==> config.mk <==
export PLATFORM = sky130hd
export DESIGN_NAME = lcd_scan_timing
export DESIGN_NICKNAME = d
export VERILOG_FILES = /design/src/rtl/lcd_scan_pkg.sv /design/src/rtl/lcd_tick_src.sv /design/src/rtl/lcd_line_ctr.sv /design/src/rtl/lcd_alt_gen.sv /design/src/rtl/lcd_scan_timing.sv
export SDC_FILE = /design/constraint.sdc
export NUM_CORES = 1
export LEC_CHECK = 0
export BUFFER_PORTS_ARGS = -buffer_cell sky130_fd_sc_hd__buf_2
export CORE_ASPECT_RATIO = 1.4
export CORE_MARGIN = 2
export CORE_UTILIZATION = 49
export DETAILED_ROUTE_END_ITERATION = 12
export GPL_TIMING_DRIVEN = 1
export PLACE_DENSITY = 0.73
export SLEW_MARGIN = 10
export SYNTH_ARGS = -nofsm -noshare
export SYNTH_HDL_FRONTEND = slang
export SYNTH_SLANG_ARGS = --single-unit
==> constraint.sdc <==
create_clock -name clk -period 1.9 [get_ports clk]
set_clock_uncertainty 0.1 [all_clocks]
set_input_delay 0.19 -clock clk [delete_from_list [all_inputs] [get_ports clk]]
set_output_delay 0.19 -clock clk [all_outputs]
set_load 0.02 [all_outputs]
==> src/rtl/lcd_scan_pkg.sv <==
package lcd_scan_pkg;
  typedef enum logic {
    SCAN_FWD = 1'b0,
    SCAN_REV = 1'b1
  } scan_dir_e;

  typedef struct packed {
    scan_dir_e dir;
    logic      nline_en;
  } scan_mode_t;
endpackage

==> src/rtl/lcd_tick_src.sv <==
module lcd_tick_src (
  input  logic clk,
  input  logic rst_n,
  input  logic master_i,
  input  logic clksel_i,
  input  logic osc_on_cmd_i,
  input  logic osc_tick_i,
  input  logic cl_i,
  output logic tick_o,
  output logic hold_o,
  output logic cl_o,
  output logic cl_oe_o
);
  logic osc_on_q, osc_on_d;
  logic cl_q;
  logic int_src, int_tick, cl_rise;

  always_comb begin
    osc_on_d = osc_on_q | osc_on_cmd_i;
  end

  always_ff @(posedge clk or negedge rst_n) begin
    if (!rst_n) begin
      osc_on_q <= 1'b0;
      cl_q     <= 1'b0;
    end else begin
      osc_on_q <= osc_on_d;
      cl_q     <= cl_i;
    end
  end

  assign int_src  = master_i & clksel_i;
  assign int_tick = int_src & osc_on_q & osc_tick_i;
  assign cl_rise  = cl_i & ~cl_q;
  assign tick_o   = int_src ? int_tick : cl_rise;
  assign hold_o   = int_src & ~osc_on_q;
  assign cl_o     = int_tick;
  assign cl_oe_o  = int_src;
endmodule

==> src/rtl/lcd_line_ctr.sv <==
module lcd_line_ctr
  import lcd_scan_pkg::*;
#(
  parameter int ROWS = 132,
  parameter int A_W  = 4,
  localparam int LW  = $clog2(ROWS)
) (
  input  logic           clk,
  input  logic           rst_n,
  input  logic           tick_i,
  input  logic           hold_i,
  input  logic           slave_i,
  input  logic           ca_i,
  input  logic           dir_req_i,
  input  logic           nline_req_i,
  input  logic [A_W-1:0] a_req_i,
  output logic           frame_start_o,
  output scan_mode_t     mode_o,
  output logic [A_W-1:0] a_o,
  output logic [LW-1:0]  row_o,
  output logic           ca_o
);
  localparam logic [LW-1:0] LAST = LW'(ROWS - 1);

  logic [LW-1:0]  line_q, line_d;
  scan_mode_t     mode_q, mode_d, mode_req;
  logic [A_W-1:0] a_q, a_d;
  logic           ca_q, ca_d;
  logic           at_last, fs;

  assign mode_req = '{dir: scan_dir_e'(dir_req_i), nline_en: nline_req_i};
  assign at_last  = (line_q == LAST);
  assign fs       = slave_i ? ca_i : (tick_i & at_last);

  always_comb begin
    line_d = line_q;
    mode_d = mode_q;
    a_d    = a_q;
    ca_d   = 1'b0;
    if (hold_i) begin
      line_d = '0;
      mode_d = mode_req;
      a_d    = a_req_i;
    end else begin
      ca_d = fs & ~slave_i;
      if (fs) begin
        line_d = '0;
        mode_d = mode_req;
        a_d    = a_req_i;
      end else if (tick_i) begin
        line_d = at_last ? '0 : line_q + LW'(1);
      end
    end
  end

  always_ff @(posedge clk or negedge rst_n) begin
    if (!rst_n) begin
      line_q <= '0;
      mode_q <= '{dir: SCAN_FWD, nline_en: 1'b0};
      a_q    <= '0;
      ca_q   <= 1'b0;
    end else begin
      line_q <= line_d;
      mode_q <= mode_d;
      a_q    <= a_d;
      ca_q   <= ca_d;
    end
  end

  assign frame_start_o = fs;
  assign mode_o        = mode_q;
  assign a_o           = a_q;
  assign ca_o          = ca_q;
  assign row_o         = (mode_q.dir == SCAN_REV) ? (LAST - line_q) : line_q;


  line_range_chk: assert property (@(posedge clk) disable iff (!rst_n)
    line_q <= LAST);


  ca_single_chk: assert property (@(posedge clk) disable iff (!rst_n)
    ca_q |=> !ca_q);


  hold_line_chk: assert property (@(posedge clk) disable iff (!rst_n)
    hold_i |=> (line_q == '0 && !ca_q));


  mode_stable_chk: assert property (@(posedge clk) disable iff (!rst_n)
    (!fs && !hold_i) |=> ($stable(mode_q) && $stable(a_q)));
endmodule

==> src/rtl/lcd_alt_gen.sv <==
module lcd_alt_gen #(
  parameter int A_W = 4,
  localparam int NW = A_W + 2
) (
  input  logic           clk,
  input  logic           rst_n,
  input  logic           tick_i,
  input  logic           frame_start_i,
  input  logic           hold_i,
  input  logic           slave_i,
  input  logic           fr_i,
  input  logic           nline_en_i,
  input  logic [A_W-1:0] a_i,
  output logic           fr_o
);
  logic          fr_q, fr_d;
  logic [NW-1:0] nl_q, nl_d;
  logic          blk_end;

  assign blk_end = (nl_q == {a_i, 2'b11});

  always_comb begin
    fr_d = fr_q;
    nl_d = nl_q;
    if (hold_i) begin
      fr_d = 1'b0;
      nl_d = '0;
    end else if (slave_i) begin
      fr_d = fr_i;
      nl_d = '0;
    end else begin
      if (tick_i) begin
        if (nline_en_i) fr_d = fr_q ^ blk_end;
        else            fr_d = fr_q ^ frame_start_i;
      end
      if (frame_start_i || (tick_i && nline_en_i && blk_end)) nl_d = '0;
      else if (tick_i && nline_en_i)                          nl_d = nl_q + NW'(1);
    end
  end

  always_ff @(posedge clk or negedge rst_n) begin
    if (!rst_n) begin
      fr_q <= 1'b0;
      nl_q <= '0;
    end else begin
      fr_q <= fr_d;
      nl_q <= nl_d;
    end
  end

  assign fr_o = fr_q;


  fr_frame_chk: assert property (@(posedge clk) disable iff (!rst_n)
    (!hold_i && !slave_i && !nline_en_i && !frame_start_i) |=> $stable(fr_q));


  fr_nline_chk: assert property (@(posedge clk) disable iff (!rst_n)
    (!hold_i && !slave_i && nline_en_i && !(tick_i && blk_end)) |=> $stable(fr_q));


  hold_fr_chk: assert property (@(posedge clk) disable iff (!rst_n)
    hold_i |=> !fr_q);
endmodule

==> src/rtl/lcd_scan_timing.sv <==
module lcd_scan_timing
  import lcd_scan_pkg::*;
#(
  parameter int ROWS   = 132,
  parameter int A_W    = 4,
  localparam int ROW_W = $clog2(ROWS)
) (
  input  logic             clk,
  input  logic             rst_n,
  input  logic             master_i,
  input  logic             clksel_i,
  input  logic             osc_on_cmd_i,
  input  logic             osc_tick_i,
  input  logic             cl_i,
  output logic             cl_o,
  output logic             cl_oe_o,
  input  logic             dir_i,
  input  logic             nline_en_i,
  input  logic [A_W-1:0]   rev_a_i,
  input  logic             fr_i,
  input  logic             ca_i,
  output logic             fr_o,
  output logic             ca_o,
  output logic [ROW_W-1:0] row_o,
  output logic             timing_oe_o
);
  logic           rst_s0, rst_s1;
  logic           tick, hold, fs;
  scan_mode_t     mode;
  logic [A_W-1:0] a_act;

  always_ff @(posedge clk or negedge rst_n) begin
    if (!rst_n) begin
      rst_s0 <= 1'b0;
      rst_s1 <= 1'b0;
    end else begin
      rst_s0 <= 1'b1;
      rst_s1 <= rst_s0;
    end
  end

  lcd_tick_src u_src (
    .clk          (clk),
    .rst_n        (rst_s1),
    .master_i     (master_i),
    .clksel_i     (clksel_i),
    .osc_on_cmd_i (osc_on_cmd_i),
    .osc_tick_i   (osc_tick_i),
    .cl_i         (cl_i),
    .tick_o       (tick),
    .hold_o       (hold),
    .cl_o         (cl_o),
    .cl_oe_o      (cl_oe_o)
  );

  lcd_line_ctr #(.ROWS(ROWS), .A_W(A_W)) u_line (
    .clk           (clk),
    .rst_n         (rst_s1),
    .tick_i        (tick),
    .hold_i        (hold),
    .slave_i       (~master_i),
    .ca_i          (ca_i),
    .dir_req_i     (dir_i),
    .nline_req_i   (nline_en_i),
    .a_req_i       (rev_a_i),
    .frame_start_o (fs),
    .mode_o        (mode),
    .a_o           (a_act),
    .row_o         (row_o),
    .ca_o          (ca_o)
  );

  lcd_alt_gen #(.A_W(A_W)) u_alt (
    .clk           (clk),
    .rst_n         (rst_s1),
    .tick_i        (tick),
    .frame_start_i (fs),
    .hold_i        (hold),
    .slave_i       (~master_i),
    .fr_i          (fr_i),
    .nline_en_i    (mode.nline_en),
    .a_i           (a_act),
    .fr_o          (fr_o)
  );

  assign timing_oe_o = master_i;
endmodule

# After elaboration in Yosys (flattened, before gate mapping)
# Cells that the tools add are included.
# Widths: inputs -> output; s select.
dict set report classes {
  n_addsub 3
  eq_ne 4
  muxes 20
  n_bitwise 12
  n_reduce_logical 5
}
# op n
set op_table {}
lappend op_table {{$mux 8} 5}
lappend op_table {{$mux 6} 4}
lappend op_table {{$add 8x1->8 const B} 1}
lappend op_table {{$eq 8x8->1 const B} 1}
lappend op_table {{$mux 4} 2}
lappend op_table {{$sub 8x8->8 const A} 1}
lappend op_table {{$and 1x1->1} 7}
lappend op_table {{$mux 1} 7}
lappend op_table {{$add 6x1->6 const B} 1}
lappend op_table {{$eq 6x6->1} 1}
lappend op_table {{$mux 2} 2}
lappend op_table {{$ne 4x1->1 const B} 1}
lappend op_table {{$ne 3x1->1 const B} 1}
lappend op_table {{$reduce_bool 3->1} 1}
lappend op_table {{$logic_and 1x1->1} 2}
lappend op_table {{$not 1->1} 2}
lappend op_table {{$reduce_bool 2->1} 1}
lappend op_table {{$xor 1x1->1} 2}
lappend op_table {{$logic_or 1x1->1} 1}
lappend op_table {{$or 1x1->1} 1}
dict set report totals {
  reg_bits 26
  input_bits 15
  out_inout_bits 13
  wordCells 55
}

# Depth between registers and ports, before layout
dict set report depth {
  ltp_word 11
  ltp_mapped 7
  mapped_depth_nobuf 7
}

# Cells and area by module
# Synthesis repeated with hierarchy kept, for this count alone.
dict set report unflattened {
  cells_unflattened 149
  area_unflattened_um2 1460.2
}
# module n_inst cells_per_inst area_each_um2 seq_area_each_um2
set modules_own_cells {}
lappend modules_own_cells {lcd_line_ctr 1 91 887.1 375.4}
lappend modules_own_cells {lcd_alt_gen 1 44 414.1 175.2}
lappend modules_own_cells {lcd_tick_src 1 9 93.8 50.0}
lappend modules_own_cells {lcd_scan_timing 1 5 65.1 50.0}

# Worst setup path after synthesis
# OpenSTA, ideal clock, no wires.
dict set report synth_timing {
  path_kind {register -> register}
  startpoint {register u_line.line_q[2]}
  endpoint {register u_line.a_q[0], in the netlist u_line.a_o[0]}
  setup_time_ns 0.125
  t_arrival_ns 1.617
  required_time_ns 1.675
  slack_ns 0.058
  path_stages_with_launch 8
  n_path_buf 0
  synth_period_minus_slack_ns 1.842
  cell_sequence {dfrtp_1 inv_1 ha_1 nor4b_4 nand3_2 nor3_4 nor2_4 mux2_4}
}
dict set report synth_between {
  elab_chain_len 4
}
# element line
set synth_lines {}
lappend synth_lines {{start: declaration} lcd_line_ctr.sv:25} ;# logic [LW-1:0] line_q, line_d;
lappend synth_lines {{start signal: assignment} lcd_line_ctr.sv:63} ;# line_q <= line_d;
lappend synth_lines {{$eq 8x8->1} lcd_line_ctr.sv:32} ;# assign at_last = (line_q == LAST);
lappend synth_lines {{$and 1x1->1} lcd_line_ctr.sv:33} ;# assign fs = slave_i ? ca_i : (tick_i & at_last);
lappend synth_lines {{$mux 1} lcd_line_ctr.sv:33}
lappend synth_lines {{$reduce_bool 2->1 (no line)} --}
lappend synth_lines {{end signal: assignment} lcd_line_ctr.sv:60} ;# a_q <= '0;
lappend synth_lines {{end signal: assignment} lcd_line_ctr.sv:65} ;# a_q <= a_d;
lappend synth_lines {{end: declaration} lcd_line_ctr.sv:27} ;# logic [A_W-1:0] a_q, a_d;
# No other way between the ends.
# A chain may end at the register's enable or synchronous reset.

# Worst setup path in the final report
dict set report layout_timing {
  startpoint {register u_line.line_q[2]}
  endpoint {register u_line.a_q[1], in the netlist u_line.a_o[1]}
}
# Same word-level chain as after synthesis.

==> results.py <==
metrics = {
    "place": {
        "hpwl_um": 2539,
        "dp_cells": 219,
        "port_buffers": 27,
        "pre_cts_ws_ns": 0.02793,
        "gp_congestion": 0.8039,
    },
    "final_layout": {
        "stdcell_count": 227,
        "area_growth_pct": 22.48,
        "fin_nets": 211,
        "layout-drive-gt1-share_pct": 34.21,
        "diodes": 0,
    },
    "synth": {
        "yosysUniqueCellTypes": 40,
        "synth.most_common_cell": "dfrtp_1",
        "synth-simple-area-share_pct": 24.05,
        "synth_top_area_share_pct": 42.98,
        "muxShareOfSynthArea_pct": 7.273,
        "synth_top_family_by_area": "simple AND/OR/NAND/NOR gates",
        "ys_dominant_reg_cell": "dfrtp_1",
        "synth_top_area_cell": "dfrtp_1",
        "synth_fp_nets": 170,
        "ys_ff_latch": 26,
        "synth_area_mm2": 0.001514,
        "synth-adder-area-share_pct": 3.306,
        "seq_area_frac_synth_pct": 42.98,
        "synth-edff-count": 0,
        "yosys_warnings": 0,
        "synth_compound_area_share_pct": 9.669,
        "synth_commonest_cells": "26 x dfrtp_1, 12 x nor2_1, 9 x xor2_1",
        "async_reset_ff_share_pct": 100.0,
        "postSynthAreaPerCell_um2": 10.03,
        "synthXorXnorAreaFrac_pct": 8.099,
        "ys_top_cells_by_area": "dfrtp_1 43%, mux2_4 6.0%, xor2_1 5.2%",
        "synth_cells": 151,
    },
    "worst_setup_path": {
        "timing.rr.start": "u_line.line_q[2]",
        "cpPeakStageDelay_ns": 0.40,
        "worstPathCellList": "inv_2 > ha_4 > nor4b_4 > nand3_2 > nor3_4 > nor2_4 > mux2_4",
        "cp_slowest_cell": "dfrtp_1",
        "end_kind": "flop",
        "cp_max_fo": 6,
        "worst_ep_arrival_time_ns": 1.97,
        "setup.worst_path.class": "flop to flop",
        "startpoint_type": "flop",
        "critical_path_required_ns": 1.96,
        "startpoint": "u_line.line_q[2]",
    },
    "cts": {
        "cts_tree": "done",
        "clockBufferDepth": 2,
        "cts-root-buf": "clkbuf_8",
        "cts_buffers": 3,
        "htree_levels": 1,
        "cts.sinks": 26,
        "clk_latency_ns": 0.27,
        "clk_pin_slew_ns": 0.08,
    },
    "detailed_routing": {
        "route.detailed.drc": 0,
        "detail_route.wl_per_cell_um": 14.69,
        "vias_per_cell": 5.374,
        "vias": 1220,
        "drtPass1Iterations": 4,
        "wirelength_um": 3335,
        "ant_nets": 0,
        "first_iter_violations": 11,
    },
    "sta": {
        "min_period_ns": 1.904,
        "max_freq_ghz": 0.5252,
        "slew_violations": 0,
        "rsz0062_at_grt": "yes",
        "finalHoldViolations": 0,
        "worst_hold_slack_ns": 0.008488,
        "setup_tns_ns": -0.01228,
        "fin_crit_sh_pct": 100.2,
        "finalSetupViolCount": 4,
        "fin_ws_ns": -0.003993,
    },
    "pwr": {
        "p_seq_share_pct": 51.3,
        "peakVddDrop_uv": 419.5,
        "leakage_nw": 0.9206,
        "clkPwrFrac_pct": 24.7,
        "internal_power_w": 0.0008756,
        "p_total_w": 0.001247,
        "switchingPower_w": 0.0003710,
        "combPwrFrac_pct": 24.0,
        "swShare_pct": 29.76,
        "power.density_mw_per_mm2": 672.3,
    },
    "hold_path": {
        "holdCritPathClass": "input pin to flop",
        "hp-start": "osc_on_cmd_i",
    },
    "global_routing": {
        "grt_pass1_vias": 1265,
        "grt_pass1_wl_um": 5561,
        "grt_overflow_total": 0,
        "grt_max_degree": 25,
        "antenna_found_initial": 0,
        "grtUsageTotal_pct": 20.68,
    },
    "die": {
        "die_w_um": 50.98,
        "die-area_mm2": 0.003557,
        "rows": 23,
        "num_io_pins": 28,
        "start_util_pct": 52.09,
        "core_mm2": 0.002907,
        "die_h_um": 69.77,
    },
    "run_status": {
        "outcome": "finished with violations",
        "violations": "setup timing",
    },
    "job": {
        "cap_violations": 0,
    },
}
## routing by layer
| layer | GRT usage [%] | part of all wire (%) | up-vias |
|---|---|---|---|
| met5 | 0 | 0 | - |
| met3 | 2.802 | 2.2 | 6 |
| met1 | 22.33 | 38 | 579 |
| li1 | - | - | 611 |
| met2 | 36.22 | 57 | 24 |
| met4 | 13.51 | 2.4 | 0 |
## what timing repair did
action,CTS,global route
buffers inserted,0,3
setup endpoints to repair,0,17
gates resized for setup,0,9
hold endpoints to repair,3,0
hold buffers,2,0
## cell type report
cell class	instances	area (um^2)
Inverter	5	18.77
Fill cell	240	1052
Timing Repair Buffer	44	270.3
Multi-Input combinational cell	112	827.0
Sequential cell	26	650.6
Clock buffer	3	41.29
Tap cell	37	46.29
## power by group through the flow
| stage | Combinational (W) | Sequential [W] | Clock (W) |
|---|---|---|---|
| after floorplan | 0.000196 | 0.000643 | 0 |
| after global placement | 0.000278 | 0.000648 | 0 |
| after detailed placement | 0.000287 | 0.000649 | 0 |
| after CTS | 0.000291 | 0.000638 | 0.000321 |
| after global routing | 0.000326 | 0.000645 | 0.000339 |
| final | 0.000299 | 0.000640 | 0.000308 |
## path summary, 6_finish.rpt
check                                        end  slack (ns)  cells past startpoint
worst max register to register     u_line.a_o[1]      -0.004                      7
worst min register to register    u_src.osc_on_q        0.12                      1
min in group asynchronous                 rst_s0        0.12                      2
worst max-delay path               u_line.a_o[1]      -0.004                      7
worst min-delay path              u_src.osc_on_q       0.008                      2
max in group asynchronous       u_line.line_q[0]        1.34                      1
## critical path, delay by kind of cell (launching register included)
kind                     cells  cell delay, ns
AND/OR/NAND/NOR              4            0.76
adder cells (fa/ha/maj)      1            0.13
buffers and inverters        1            0.09
multiplexers                 1            0.31
flip-flops                   1            0.40
## cells by family after synthesis
kind of cell / after synthesis
AO/OA/AOI/OAI: 23
buffers and inverters: 13
adder cells (fa/ha/maj): 4
other: 1
AND/OR/NAND/NOR: 62
multiplexers: 8
flip-flops: 26
XOR/XNOR: 14
## registers in the layout, indices dropped and copies added (netlist names)
signal and cells:
u_line.line_q 8, u_alt.nl_q 6, rst_s0 1, rst_s1 1, u_line.a_o 4, u_line.ca_o 1
u_src.cl_q 1, u_alt.fr_o 1, u_src.osc_on_q 1, u_line.mode_o 2
## metrics by stage
stage               util, %  instance area [um^2]
floorplan                 -                  1514
global placement      59.79                  1738
detailed placement    59.79                  1738
CTS                   61.90                  1799
global route          63.80                  1854
finish                63.80                  1854
## cells in the final DEF (no fill, tap or decap), drive strengths merged, types with 5 or more instances in the layout
master,count
a21oi,7
buf,42
mux2,6
xor2,9
inv,5
dfrtp,26
xnor2,5
nand3,8
nand2b,5
nand2,8
nand4,6
o21ai,8
nor2,13
Note: power is estimated with default switching activity, not from simulation.
